File: src/rtl/tagalu_pkg.sv
package tagalu_pkg;
  typedef enum logic {
    OP_ADD = 1'b0,
    OP_SUB = 1'b1
  } alu_op_e;

  typedef struct packed {
    logic n;
    logic z;
    logic v;
    logic c;
  } alu_flags_t;
endpackage

File: src/rtl/tagalu_tag_check.sv
module tagalu_tag_check #(
  parameter int WIDTH    = 32,
  parameter int TAG_BITS = 2
) (
  input  logic [WIDTH-1:0] a_i,
  input  logic [WIDTH-1:0] b_i,
  output logic             tag_bad_o
);
  logic [TAG_BITS-1:0] tag_or;

  for (genvar i = 0; i < TAG_BITS; i++) begin : g_tag
    assign tag_or[i] = a_i[i] | b_i[i];
  end

  assign tag_bad_o = |tag_or;
endmodule

File: src/rtl/tagalu_addsub.sv
module tagalu_addsub #(
  parameter int WIDTH = 32
) (
  input  tagalu_pkg::alu_op_e op_i,
  input  logic [WIDTH-1:0]    a_i,
  input  logic [WIDTH-1:0]    b_i,
  output logic [WIDTH-1:0]    res_o,
  output logic                carry_o,
  output logic                ovf_o
);
  import tagalu_pkg::*;

  localparam int MSB = WIDTH - 1;

  logic            is_sub;
  logic [WIDTH-1:0] b_eff;
  logic [WIDTH:0]   ext;

  assign is_sub = (op_i == OP_SUB);
  assign b_eff  = b_i ^ {WIDTH{is_sub}};
  assign ext    = {1'b0, a_i} + {1'b0, b_eff} + {{WIDTH{1'b0}}, is_sub};
  assign res_o  = ext[WIDTH-1:0];
  // subtract: carry-out of a + ~b + 1 is the inverse of borrow
  assign carry_o = is_sub ? ~ext[WIDTH] : ext[WIDTH];

  always_comb begin
    if (is_sub) ovf_o = (a_i[MSB] != b_i[MSB]) && (res_o[MSB] != a_i[MSB]);
    else        ovf_o = (a_i[MSB] == b_i[MSB]) && (res_o[MSB] != a_i[MSB]);
  end
endmodule

File: src/rtl/tagalu_flags.sv
module tagalu_flags #(
  parameter int WIDTH = 32
) (
  input  logic [WIDTH-1:0]       res_i,
  input  logic                   carry_i,
  output tagalu_pkg::alu_flags_t flags_o
);
  always_comb begin
    flags_o.n = res_i[WIDTH-1];
    flags_o.z = (res_i == '0);
    flags_o.v = 1'b0;
    flags_o.c = carry_i;
  end
endmodule

File: src/rtl/tagged_alu.sv
module tagged_alu #(
  parameter int WIDTH    = 32,
  parameter int TAG_BITS = 2
) (
  input  logic             clk_i,
  input  logic             rst_ni,
  input  logic             valid_i,
  input  logic             op_i,
  input  logic [WIDTH-1:0] a_i,
  input  logic [WIDTH-1:0] b_i,
  output logic [WIDTH-1:0] result_o,
  output logic             trap_o,
  output logic             flag_n_o,
  output logic             flag_z_o,
  output logic             flag_v_o,
  output logic             flag_c_o
);
  import tagalu_pkg::*;

  logic             tag_bad;
  logic             ovf;
  logic             carry;
  logic [WIDTH-1:0] sum;
  alu_flags_t       flags_d, flags_q;
  logic [WIDTH-1:0] result_q;
  logic             trap_q;
  logic             trap_cond;
  alu_op_e          op;

  assign op = alu_op_e'(op_i);

  tagalu_tag_check #(.WIDTH(WIDTH), .TAG_BITS(TAG_BITS)) u_tag (
    .a_i      (a_i),
    .b_i      (b_i),
    .tag_bad_o(tag_bad)
  );

  tagalu_addsub #(.WIDTH(WIDTH)) u_arith (
    .op_i   (op),
    .a_i    (a_i),
    .b_i    (b_i),
    .res_o  (sum),
    .carry_o(carry),
    .ovf_o  (ovf)
  );

  tagalu_flags #(.WIDTH(WIDTH)) u_flags (
    .res_i  (sum),
    .carry_i(carry),
    .flags_o(flags_d)
  );

  assign trap_cond = tag_bad | ovf;

  always_ff @(posedge clk_i or negedge rst_ni) begin
    if (!rst_ni) begin
      result_q <= '0;
      flags_q  <= '0;
      trap_q   <= 1'b0;
    end else begin
      trap_q <= valid_i & trap_cond;
      // state commits only once the trap check has passed
      if (valid_i && !trap_cond) begin
        result_q <= sum;
        flags_q  <= flags_d;
      end
    end
  end

  assign result_o = result_q;
  assign trap_o   = trap_q;
  assign flag_n_o = flags_q.n;
  assign flag_z_o = flags_q.z;
  assign flag_v_o = flags_q.v;
  assign flag_c_o = flags_q.c;
endmodule

File: config.mk
export PLATFORM = sky130hd
export DESIGN_NAME = tagged_alu
export DESIGN_NICKNAME = d
export VERILOG_FILES = /design/src/rtl/tagalu_pkg.sv /design/src/rtl/tagalu_tag_check.sv /design/src/rtl/tagalu_addsub.sv /design/src/rtl/tagalu_flags.sv /design/src/rtl/tagged_alu.sv
export SDC_FILE = /design/constraint.sdc
export NUM_CORES = 1
export LEC_CHECK = 0
export BUFFER_PORTS_ARGS = -buffer_cell sky130_fd_sc_hd__clkbuf_2
export CAP_MARGIN = 20
export CORE_ASPECT_RATIO = 1.4
export CORE_MARGIN = 2
export CORE_UTILIZATION = 30
export CTS_BUF_LIST = sky130_fd_sc_hd__clkbuf_4 sky130_fd_sc_hd__clkbuf_8 sky130_fd_sc_hd__clkbuf_16
export CTS_CLUSTER_DIAMETER = 50
export DETAILED_ROUTE_END_ITERATION = 6
export HOLD_SLACK_MARGIN = 0.08
export PLACE_DENSITY = 0.51
export SYNTH_ARGS = -nofsm -noshare
export SYNTH_HDL_FRONTEND = slang
export SYNTH_SLANG_ARGS = --single-unit
File: constraint.sdc
create_clock -name clk_i -period 1.2 [get_ports clk_i]
set_clock_uncertainty 0.1 [all_clocks]
set_input_delay 0.18 -clock clk_i [delete_from_list [all_inputs] [get_ports clk_i]]
set_output_delay 0.18 -clock clk_i [all_outputs]
set_load 0.02 [all_outputs]
# ---- Word-level counts from Yosys, hierarchy flattened
# Cells that the tools add are included.
dict set report classes {
  n_addsub 2
  multipliers 0
  div 0
  n_lt_le_gt_ge 0
  n_eq_ne 3
  shifts 0
  muxes 2
  n_bitwise 6
  reduce_logical 6
}
# op count
set op_table {}
lappend op_table {{32-bit by 32-bit adder with 33-bit output} 1}
lappend op_table {{33-bit by 1-bit adder with 33-bit output} 1}
lappend op_table {{32-bit zero test} 1}
lappend op_table {{32-bit bitwise XOR} 1}
lappend op_table {{1-bit logical AND} 3}
lappend op_table {{1-bit OR} 3}
lappend op_table {{1-bit 2-to-1 mux} 2}
lappend op_table {{1-bit inequality test} 2}
lappend op_table {{2-bit OR reduction} 1}
lappend op_table {{1-bit AND} 1}
lappend op_table {{1-bit == test} 1}
lappend op_table {{1-bit zero test} 1}
lappend op_table {{1-bit NOT} 1}
dict set report totals {
  ff_bits 36
  latchBits 0
  ramBits 0
  rom_bits 0
  out_inout_bits 37
  word_cells 24
  mem_count 0
}

# ---- Logic depth before layout (Yosys ltp)
# Gate-level depths: netlist of run 1.
dict set report depth {
  depth_word 9
  ltp_mapped 16
}

# ---- By module
# A second synthesis of run 1 with hierarchy kept.
dict set report hier_totals {
  cells_unflattened 380
  area_unflattened_um2 3777.4
}
# module instances cells_per_inst area_per_inst_um2 seq_area_each_um2
set modules_own_cells {}
lappend modules_own_cells {tagalu_addsub 1 285 2135.8 0.0}
lappend modules_own_cells {tagged_alu 1 79 1535.2 925.9}
lappend modules_own_cells {tagalu_flags 1 15 98.8 0.0}
lappend modules_own_cells {tagalu_tag_check 1 1 7.5 0.0}

# ---- Least setup slack after synthesis of run 1
# No wires, ideal clock.
dict set report synth_path {
  path_type {input to register}
  startpoint {in op_i}
  endpoint {reg result_q[2] (netlist: result_o[2])}
  arrival_ns 3.508
  slack_ns -2.533
  stages 15
  path_buffers 4
  path_cell_list {buf_2 > buf_1 > xor2_1 > ha_1 > clkbuf_2 > nand3_2 > nor4_4 > a32o_1 > a21oi_2 > and4bb_2 > nor4b_4 > mux2i_2 > nor2_4 > buf_4 > mux2_2}
}
dict set report synth_between {
  elab_chain_cells 9
  word_cells_on_any_way 10
  cone_classes {2 x add/sub; 1 x eq/ne; 1 x mux; 2 x bitwise; 4 x reduce/logical}
}
# item line
set synth_lines {}
lappend synth_lines {{start: declaration} tagged_alu.sv:8} ;# input logic op_i,
lappend synth_lines {{32-bit bitwise XOR} tagalu_addsub.sv:20} ;# assign b_eff = b_i ^ {WIDTH{is_sub}};
lappend synth_lines {{32-bit by 32-bit adder with 33-bit output} tagalu_addsub.sv:21} ;# assign ext = {1'b0, a_i} + {1'b0, b_eff} + {{WIDTH{1'b0}}, is_sub};
lappend synth_lines {{33-bit by 1-bit adder with 33-bit output} tagalu_addsub.sv:21}
lappend synth_lines {{1-bit inequality test} {tagalu_addsub.sv:27, tagalu_addsub.sv:28}}
lappend synth_lines {{1-bit logical AND, on equally long branches} {tagalu_addsub.sv:28, tagalu_addsub.sv:27}}
lappend synth_lines {{1-bit 2-to-1 mux} tagalu_addsub.sv:27} ;# if (is_sub) ovf_o = (a_i[MSB] != b_i[MSB]) && (res_o[MSB] != a_i[MSB]);
lappend synth_lines {{1-bit OR} tagged_alu.sv:53} ;# assign trap_cond = tag_bad | ovf;
lappend synth_lines {{1-bit zero test} tagged_alu.sv:63} ;# if (valid_i && !trap_cond) begin
lappend synth_lines {{1-bit logical AND} tagged_alu.sv:63}
lappend synth_lines {{end signal: assignment} tagged_alu.sv:64} ;# result_q <= sum;
lappend synth_lines {{end: declaration} tagged_alu.sv:25} ;# logic [WIDTH-1:0] result_q;
# Parallel ways exist; a longest one is shown, timed or not.
# A chain may end at the register's enable or synchronous reset.

# ---- Worst setup path in the final report of run 1
dict set report layout_path {
  startpoint {in op_i}
  endpoint {reg result_q[17] (netlist: result_o[17])}
}
# Same word-level chain as after synthesis.

==> impl_metrics.prom, run 1 <==
# TYPE chip_impl_metric gauge
chip_impl_metric{name="clock.fmax",unit="MHz"} 296
chip_impl_metric{name="drt_first_pass_iters",unit=""} 4
chip_impl_metric{name="drive_gt1_frac",unit=""} 0.547
chip_impl_info{name="yosys-top-cells-count",value="a21oi_1 (41), xor2_1 (41), dfrtp_1 (35)"} 1
chip_impl_metric{name="power.leakage",unit="nW"} 3.19
chip_impl_metric{name="numPortBuffers",unit=""} 103
chip_impl_metric{name="clkSlewWorstSetupHoldPaths",unit="ns"} 0.05
chip_impl_metric{name="grt_pass1_wl",unit="microns"} 22100
chip_impl_metric{name="final_cell_count_no_fill",unit=""} 881
chip_impl_metric{name="clock-sinks",unit=""} 35
chip_impl_metric{name="worst-r2r-cell-count",unit=""} 2
chip_impl_metric{name="n_fill_cell",unit=""} 1159
chip_impl_metric{name="final_antenna_net_count",unit=""} 0
chip_impl_metric{name="core_area",unit="sq mm"} 0.0123
chip_impl_info{name="worstSetupStartpoint",value="op_i"} 1
chip_impl_metric{name="avgRoutedWirePerCell",unit="microns"} 15.3
chip_impl_metric{name="post_synth_and_or_nand_nor_area_fraction",unit=""} 0.164
chip_impl_metric{name="timing.reg2reg.setup_slack",unit="ns"} 0.24
chip_impl_info{name="yosys_most_used_dff",value="dfrtp_1"} 1
chip_impl_metric{name="synth_async_sr_flop_share",unit=""} 1.00
chip_impl_info{name="status",value="finished with violations"} 1
chip_impl_metric{name="floorplan.io_pins",unit=""} 105
chip_impl_metric{name="yosys.area_share.xor_xnor",unit=""} 0.137
chip_impl_metric{name="final_max_slew_viol_count",unit=""} 0
chip_impl_metric{name="worstPathArrival",unit="ns"} 3.43
chip_impl_info{name="clock_tree_from_tritoncts",value="built"} 1
chip_impl_metric{name="initialDrtViolationCount",unit=""} 141
chip_impl_metric{name="synth.cell_area",unit="sq mm"} 0.00378
chip_impl_metric{name="placement_rows",unit=""} 48
chip_impl_metric{name="power_density",unit="mW/mm^2"} 1390
chip_impl_metric{name="numCtsBuffers",unit=""} 5
chip_impl_metric{name="cp_max_fo",unit=""} 8
chip_impl_metric{name="place_ws",unit="ns"} -2.77
chip_impl_info{name="worst_setup_path_end_kind",value="flip-flop"} 1
chip_impl_metric{name="antenna_found_initial",unit=""} 0
chip_impl_info{name="root_buffer",value="clkbuf_16"} 1
chip_impl_info{name="worstSetupStartpointType",value="input pin"} 1
chip_impl_metric{name="antenna_cells",unit=""} 0
chip_impl_metric{name="seq_area_frac_synth",unit=""} 0.231
chip_impl_metric{name="detail_route.drc_violations",unit=""} 0
chip_impl_metric{name="netlist.area_leader.share",unit=""} 0.231
chip_impl_metric{name="dieArea",unit="sq mm"} 0.0135
chip_impl_metric{name="synth.avg_cell_area",unit="sq um"} 8.56
chip_impl_metric{name="numPlacedInstances",unit=""} 834
chip_impl_metric{name="synth-warning-count",unit=""} 0
chip_impl_metric{name="syn-instance-count",unit=""} 442
chip_impl_info{name="hold_path_class",value="in -> reg"} 1
chip_impl_metric{name="worst_skew_pair.late_latency",unit="ns"} 0.27
chip_impl_metric{name="synth_edf_count",unit=""} 0
chip_impl_metric{name="synth.ff_latch_count",unit=""} 35
chip_impl_metric{name="dpl.hpwl",unit="microns"} 10800
chip_impl_metric{name="die_y",unit="microns"} 137
chip_impl_info{name="timing_worst_setup_path_type",value="in -> reg"} 1
chip_impl_metric{name="synth.lib_cells_used.distinct",unit=""} 63
chip_impl_metric{name="timing.final.ws_setup",unit="ns"} -2.17
chip_impl_metric{name="finalCritPeriodShare",unit=""} 2.81
chip_impl_info{name="rsz_0062_raised_after_global_routing",value="true"} 1
chip_impl_metric{name="synth-adder-area-share",unit=""} 0.114
chip_impl_metric{name="num-nets-final",unit=""} 833
chip_impl_metric{name="route.vias.total",unit=""} 4400
chip_impl_metric{name="postSynthNetCount",unit=""} 544
chip_impl_info{name="dominant_combinational_cell_family_by_area_after_synthesis",value="compound AO/OA/AOI/OAI gates"} 1
chip_impl_info{name="crit_end",value="result_o[17]$_DFFE_PN0P_"} 1
chip_impl_metric{name="synth.area.mux_share",unit=""} 0.0846
chip_impl_metric{name="layout_overhead_on_the_synthesized_area",unit="%"} 73.1
chip_impl_metric{name="grt_start_max_net_pins",unit=""} 23
chip_impl_metric{name="route.final.wire_length",unit="microns"} 13500
chip_impl_metric{name="cts.htree.levels",unit=""} 2
chip_impl_metric{name="clock_tree.buffer_depth",unit=""} 2
chip_impl_info{name="violations",value="negative setup slack"} 1
chip_impl_metric{name="synth_compound_gate_area_share",unit=""} 0.222
chip_impl_metric{name="grt_overflow_total",unit=""} 0
chip_impl_info{name="worst_r2r_startpoint",value="result_o[22]$_DFFE_PN0P_"} 1
chip_impl_metric{name="final_core_util",unit=""} 0.532
chip_impl_info{name="synthDominantAreaCellType",value="dfrtp_1"} 1
chip_impl_info{name="critical_path.reg2reg.endpoint",value="result_o[22]$_DFFE_PN0P_"} 1
chip_impl_metric{name="cap_viol_max_count",unit=""} 0
chip_impl_metric{name="ir_worst_vdd",unit="uV"} 670
chip_impl_metric{name="start_util",unit=""} 0.307
chip_impl_metric{name="dieWidth",unit="microns"} 98.9
chip_impl_metric{name="report.final.setup_viol",unit=""} 35
chip_impl_metric{name="post-route-min-period",unit="ns"} 3.37
chip_impl_metric{name="hold_viol",unit=""} 0
chip_impl_info{name="synth_top_cells_by_area",value="dfrtp_1 (23%), ha_1 (11%), xor2_1 (9.5%)"} 1
chip_impl_metric{name="grt_util_all_layers",unit=""} 0.201
chip_impl_metric{name="number_of_global_route_vias_before_repair",unit=""} 4704
chip_impl_metric{name="p_total",unit="mW"} 9.14
chip_impl_metric{name="cp.required",unit="ns"} 1.26
chip_impl_metric{name="worst_hold_slack_across_all_endpoints",unit="ns"} 0.244
chip_impl_metric{name="routed_via_density",unit=""} 4.99
chip_impl_metric{name="globalplace.congestion",unit=""} 0.911
==> cell families after synthesis <==
family | after synthesis
flip-flops | 35
other | 1
AND/OR/NAND/NOR | 117
buffers and inverters | 36
adder cells (fa/ha/maj) | 34
multiplexers | 28
XOR/XNOR | 59
AO/OA/AOI/OAI | 132
==> power by group <==
group	internal, mW	switching, mW	leakage, nW
clock	0.809	0.461	0.0727
combinational	2.92	2.92	2.68
sequential	1.69	0.347	0.439
==> routing by layer <==
metal / routed length, microns / vias up / GRT usage
met3: 426 / 20 / 0.0240
li1: - / 2187 / -
met2: 7640 / 88 / 0.404
met1: 5140 / 2105 / 0.217
met5: 0 / - / 0
met4: 304 / 0 / 0.0540
==> cells in the final DEF, fill, tap and decap left out, types with 7 or more instances in the layout <==
cell type,netlist,routed
o21ai_0,34,23
inv_1,10,10
xor2_1,41,35
xnor2_1,18,17
nor2_1,29,27
buf_6,0,14
buf_12,0,8
nand3_1,11,10
buf_4,5,178
clkbuf_2,6,101
nand4_1,7,7
ha_1,33,31
nor3_1,9,7
a21oi_2,1,9
nand2_1,31,30
mux2_2,26,25
dfrtp_1,35,35
a21oi_1,41,31
o21a_1,7,7
==> critical path, cell delays in order <==
cell	delay [ns]
clkbuf_16	0.13
buf_12	0.14
buf_12	0.14
buf_6	0.12
xor2_1	0.13
ha_1	0.33
nand2_2	0.10
nor4_4	0.28
a32o_2	0.25
a21oi_4	0.05
and4bb_2	0.25
nor4b_4	0.32
mux2i_4	0.37
buf_12	0.14
nor2_4	0.05
buf_12	0.15
mux2_4	0.29
==> area by class of cell <==
type / instances / area (sq um) / share of cell area
multi-input cells: 372 / 3070 / 0.469
repair buffers: 306 / 2220 / 0.340
flip-flops and latches: 35 / 876 / 0.134
well taps: 150 / 188 / 0.0286
clock buffers: 6 / 139 / 0.0212
inverters: 11 / 48.8 / 0.00745
clock inverters: 1 / 5.00 / 0.000764
==> worst min path at each step <==
stage | from | to | slack, ns | cells after the start
detailed placement | rst_ni | trap_o$_DFF_PN0_ | 0.02 | 1
global placement | rst_ni | result_o[0]$_DFFE_PN0P_ | 0.02 | 1
global route | a_i[0] | trap_o$_DFF_PN0_ | 0.28 | 4
floorplan | rst_ni | flag_c_o$_DFFE_PN0P_ | -0.22 | 0
finish | a_i[0] | trap_o$_DFF_PN0_ | 0.24 | 4
CTS | a_i[0] | trap_o$_DFF_PN0_ | 0.24 | 4
==> per-stage QoR <==
step           cell area (sq um)  setup TNS, ns
5_1_grt                     6550         -75.35
2_1_floorplan               3870         -73.81
3_5_place_dp                5660         -94.26
6_report                    6550         -72.16
3_3_place_gp                5660         -90.67
4_1_cts                     6450         -71.18
==> registers in the layout, summed over array words and instances (netlist names) <==
register and flops:
result_o 31, flag_c_o 1, flag_n_o 1, flag_z_o 1, trap_o 1
==> what timing repair did <==
action	CTS	global route
buffers inserted	34	3
gates cloned	1	0
hold endpoints to repair	36	0
resized for setup	68	19
hold buffers	2	0
pin swaps	24	6
endpoints found under the setup margin	35	35
(Power assumes the default switching activity.)
==> run 2, diff against run 1 <==
--- a/config.mk
+++ b/config.mk
@@ -17,4 +17,5 @@
 export PLACE_DENSITY = 0.51
 export SYNTH_ARGS = -nofsm -noshare
 export SYNTH_HDL_FRONTEND = slang
+export SYNTH_HIERARCHICAL = 1
 export SYNTH_SLANG_ARGS = --single-unit
==> run 2 against run 1 <==
- the flow still finishes with violations (negative setup slack)
- sequential cell count grew 2
- clock power grew 6%
- combinational power is essentially flat
- via count shrank 10%
- critical endpoint is now flag_z_o$_DFFE_PN0P_
==> impl_metrics.prom, run 2 <==
# TYPE chip_impl_metric gauge
chip_impl_info{name="worstSetupStartpointType",value="input pin"} 1
chip_impl_info{name="status",value="finished with violations"} 1
chip_impl_metric{name="seq_area_frac_synth",unit=""} 0.245
chip_impl_metric{name="report.final.setup_viol",unit=""} 37
chip_impl_metric{name="num-nets-final",unit=""} 741
chip_impl_metric{name="grt_overflow_total",unit=""} 0
chip_impl_metric{name="start_util",unit=""} 0.307
chip_impl_metric{name="largest_register_ffs",unit=""} 32
chip_impl_info{name="timing_worst_setup_path_type",value="in -> reg"} 1
chip_impl_info{name="worstSetupStartpoint",value="op_i"} 1
chip_impl_metric{name="switchingPower",unit="mW"} 3.67
chip_impl_metric{name="antenna_found_initial",unit=""} 0
chip_impl_metric{name="clock_tree.buffer_depth",unit=""} 2
chip_impl_metric{name="timing.reg2reg.setup_slack",unit="ns"} 0.30
chip_impl_metric{name="worst-r2r-cell-count",unit=""} 1
chip_impl_metric{name="synth_async_sr_flop_share",unit=""} 1.00
chip_impl_metric{name="clock.fmax",unit="MHz"} 324
chip_impl_info{name="most_common_cell_in_the_synthesized_netlist",value="xor2_1"} 1
chip_impl_metric{name="final_cell_count_no_fill",unit=""} 791
chip_impl_metric{name="final_core_util",unit=""} 0.494
chip_impl_info{name="critical_path.slowest_cell",value="ha_1"} 1
chip_impl_metric{name="synth.lib_cells_used.distinct",unit=""} 67
chip_impl_metric{name="combinationalPowerShare",unit=""} 0.624
chip_impl_metric{name="floorplan.io_pins",unit=""} 105
chip_impl_info{name="hold-path-endpoint",value="trap_o$_DFF_PN0_"} 1
chip_impl_metric{name="core_area",unit="sq mm"} 0.0123
chip_impl_info{name="timing.critical_path.max_delay_family",value="compound AO/OA/AOI/OAI gates"} 1
chip_impl_metric{name="cp_max_fo",unit=""} 12
chip_impl_metric{name="crit_path_max_incr_delay",unit="ns"} 0.31
chip_impl_metric{name="grt_util_all_layers",unit=""} 0.191
chip_impl_metric{name="clock-sinks",unit=""} 37
chip_impl_info{name="worstPathCellList",value="clkbuf_16, buf_8, xor2_1, ha_1, o21a_1, o211a_1, a21oi_4, buf_4, o211ai_1, a31o_2, a21oi_1, xnor2_1, nor4_1, nand4_1, nor2_1, mux2_4"} 1
chip_impl_metric{name="grt_start_max_net_pins",unit=""} 38
chip_impl_metric{name="combined_buffer_and_inverter_count_along_the_critical_path",unit=""} 3
chip_impl_info{name="mostFrequentLayoutCell",value="buf_4"} 1
chip_impl_metric{name="worst_skew_pair.late_latency",unit="ns"} 0.28
chip_impl_metric{name="final_max_slew_viol_count",unit=""} 0
chip_impl_metric{name="place_ws",unit="ns"} -2.36
chip_impl_info{name="clock_tree_from_tritoncts",value="built"} 1
chip_impl_metric{name="synth-warning-count",unit=""} 6
chip_impl_metric{name="finalCritPeriodShare",unit=""} 2.57
chip_impl_metric{name="power.leakage",unit="nW"} 3.06
chip_impl_metric{name="cp.required",unit="ns"} 1.33
chip_impl_metric{name="power.internal",unit="mW"} 5.68
chip_impl_metric{name="ir_worst_vdd",unit="uV"} 1080
chip_impl_metric{name="worstPathArrival",unit="ns"} 3.21
chip_impl_metric{name="drive_gt1_frac",unit=""} 0.554
chip_impl_metric{name="final_antenna_net_count",unit=""} 0
chip_impl_info{name="yosys_most_used_dff",value="dfrtp_1"} 1
chip_impl_metric{name="globalplace.congestion",unit=""} 0.963
chip_impl_metric{name="drt_first_pass_iters",unit=""} 4
chip_impl_metric{name="dieWidth",unit="microns"} 98.8
chip_impl_metric{name="clock_power_share",unit=""} 0.144
chip_impl_metric{name="synth.ff_latch_count",unit=""} 37
chip_impl_metric{name="postSynthNetCount",unit=""} 480
chip_impl_metric{name="hold_viol",unit=""} 0
chip_impl_metric{name="numCtsBuffers",unit=""} 5
chip_impl_metric{name="route.final.wire_length",unit="microns"} 12900
chip_impl_info{name="rsz_0062_raised_after_global_routing",value="true"} 1
chip_impl_metric{name="routed_via_density",unit=""} 4.99
chip_impl_metric{name="initialDrtViolationCount",unit=""} 142
chip_impl_metric{name="synth.cell_area",unit="sq mm"} 0.00378
chip_impl_info{name="hold_path_class",value="in -> reg"} 1
chip_impl_metric{name="post-route-min-period",unit="ns"} 3.08
chip_impl_metric{name="route.vias.total",unit=""} 3946
chip_impl_metric{name="p_total",unit="mW"} 9.35
chip_impl_metric{name="cap_viol_max_count",unit=""} 0
chip_impl_metric{name="layout_overhead_on_the_synthesized_area",unit="%"} 60.9
chip_impl_info{name="worst_r2r_startpoint",value="result_o[20]$_DFFE_PN0P_"} 1
chip_impl_metric{name="power.sequential.fraction",unit=""} 0.232
chip_impl_metric{name="number_of_global_route_vias_before_repair",unit=""} 4245
chip_impl_metric{name="dpl.hpwl",unit="microns"} 9980
chip_impl_info{name="synth_top_cells_by_area",value="dfrtp_1 (25%), mux2_4 (12%), ha_1 (10%)"} 1
chip_impl_info{name="root_buffer",value="clkbuf_16"} 1
chip_impl_metric{name="clkSlewWorstSetupHoldPaths",unit="ns"} 0.06
chip_impl_info{name="yosys-top-cells-count",value="xor2_1 (42), dfrtp_1 (37), ha_1 (31)"} 1
chip_impl_metric{name="worstHoldPathCells",unit=""} 3
chip_impl_metric{name="worst_hold_slack_across_all_endpoints",unit="ns"} 0.263
chip_impl_metric{name="netlist.area_leader.share",unit=""} 0.245
chip_impl_info{name="violations",value="negative setup slack"} 1
chip_impl_metric{name="dieArea",unit="sq mm"} 0.0135
chip_impl_metric{name="switching_share",unit=""} 0.392
chip_impl_info{name="worst_setup_path_end_kind",value="flip-flop"} 1
chip_impl_metric{name="numPortBuffers",unit=""} 104
chip_impl_metric{name="numPlacedInstances",unit=""} 755
chip_impl_metric{name="avgRoutedWirePerCell",unit="microns"} 16.3
chip_impl_metric{name="grt_pass1_wl",unit="microns"} 20600
chip_impl_info{name="most-common-layout-cells",value="buf_4 (151), clkbuf_2 (103), xor2_1 (40)"} 1
chip_impl_info{name="synthDominantAreaCellType",value="dfrtp_1"} 1
chip_impl_metric{name="antenna_cells",unit=""} 0
chip_impl_metric{name="die_y",unit="microns"} 137
chip_impl_metric{name="timing.final.ws_setup",unit="ns"} -1.88
chip_impl_info{name="hp-start",value="b_i[1]"} 1
chip_impl_metric{name="synth_edf_count",unit=""} 0
chip_impl_metric{name="power_density",unit="mW/mm^2"} 1540
chip_impl_metric{name="detail_route.drc_violations",unit=""} 0
chip_impl_metric{name="placement_rows",unit=""} 48
chip_impl_info{name="critical_path.reg2reg.endpoint",value="result_o[20]$_DFFE_PN0P_"} 1
chip_impl_metric{name="syn-instance-count",unit=""} 380
chip_impl_metric{name="synth.avg_cell_area",unit="sq um"} 9.94
chip_impl_metric{name="cts.htree.levels",unit=""} 2
==> run 2: cell count changes after synthesis, sizes merged, moves of 5 or more <==
cell    delta
nor2      -16
a21oi     -12
nand2     -12
o21ai     -12
mux2      +10
clkbuf     -8
a211oi     -6
nand3      -6
nor4       +5
==> run 2: logic make-up after synthesis <==
logic type,synth area share
AO/OA/AOI/OAI,0.194
XOR/XNOR,0.134
flip-flops,0.245
multiplexers,0.146
adder cells (fa/ha/maj),0.108
AND/OR/NAND/NOR,0.125
other,0.000993
buffers and inverters,0.0474
==> run 2: metal layers <==
layer | global-route usage | up-vias | part of all wire
li1 | - | 1921 | -
met1 | 0.206 | 1891 | 0.39
met2 | 0.367 | 106 | 0.54
met3 | 0.0286 | 28 | 0.038
met4 | 0.0761 | 0 | 0.032
met5 | 0 | - | 0
==> run 2: how the worst max path moves through the flow <==
| stage | endpoint | slack (ns) | cells past startpoint |
|---|---|---|---|
| detailed placement | flag_v_o$_DFFE_PN0P_ | -2.36 | 15 |
| global placement | flag_z_o$_DFFE_PN0P_ | -2.30 | 15 |
| finish | flag_z_o$_DFFE_PN0P_ | -1.88 | 16 |
| CTS | result_o[12]$_DFFE_PN0P_ | -1.84 | 15 |
| floorplan | result_o[0]$_DFFE_PN0P_ | -2.01 | 15 |
| global route | flag_z_o$_DFFE_PN0P_ | -1.99 | 16 |
==> run 2: layout make-up <==
cell class | count | area [sq um]
fillers | 1159 | 6230
multi-input cells | 316 | 2850
repair buffers | 270 | 1920
flip-flops and latches | 37 | 926
well taps | 150 | 188
clock buffers | 6 | 139
inverters | 11 | 41.3
clock inverters | 1 | 7.51
==> run 2: stage by stage <==
stage                     TNS (ns)  instance area (sq um)
after floorplan             -73.04                   3810
after global placement      -83.74                   5420
after detailed placement    -85.78                   5420
after CTS                   -67.01                   5970
after global routing        -71.45                   6080
final                       -67.63                   6080
==> run 2: power groups by stage <==
stage | sequential, mW | clock, mW | combinational (mW)
final | 2.17 | 1.35 | 5.83
after global routing | 2.25 | 1.43 | 6.27
after CTS | 2.18 | 1.37 | 5.72
after detailed placement | 2.19 | 0 | 5.36
after global placement | 2.17 | 0 | 5.31
after floorplan | 2.84 | 0 | 2.33
==> run 2: worst min-delay path, delay by kind of cell <==
family          cells  cell delay [ns]
compound gates      1             0.15
buf+inv             1             0.10
simple gates        1             0.17
==> run 2: timing repair <==
item | 4_1_cts | 5_1_grt
cloned | 3 | 0
pin swaps | 37 | 24
setup endpoints to repair | 37 | 37
buffers inserted | 19 | 5
hold buffers | 2 | 0
gates resized for setup | 35 | 14
hold endpoints to repair | 38 | 0
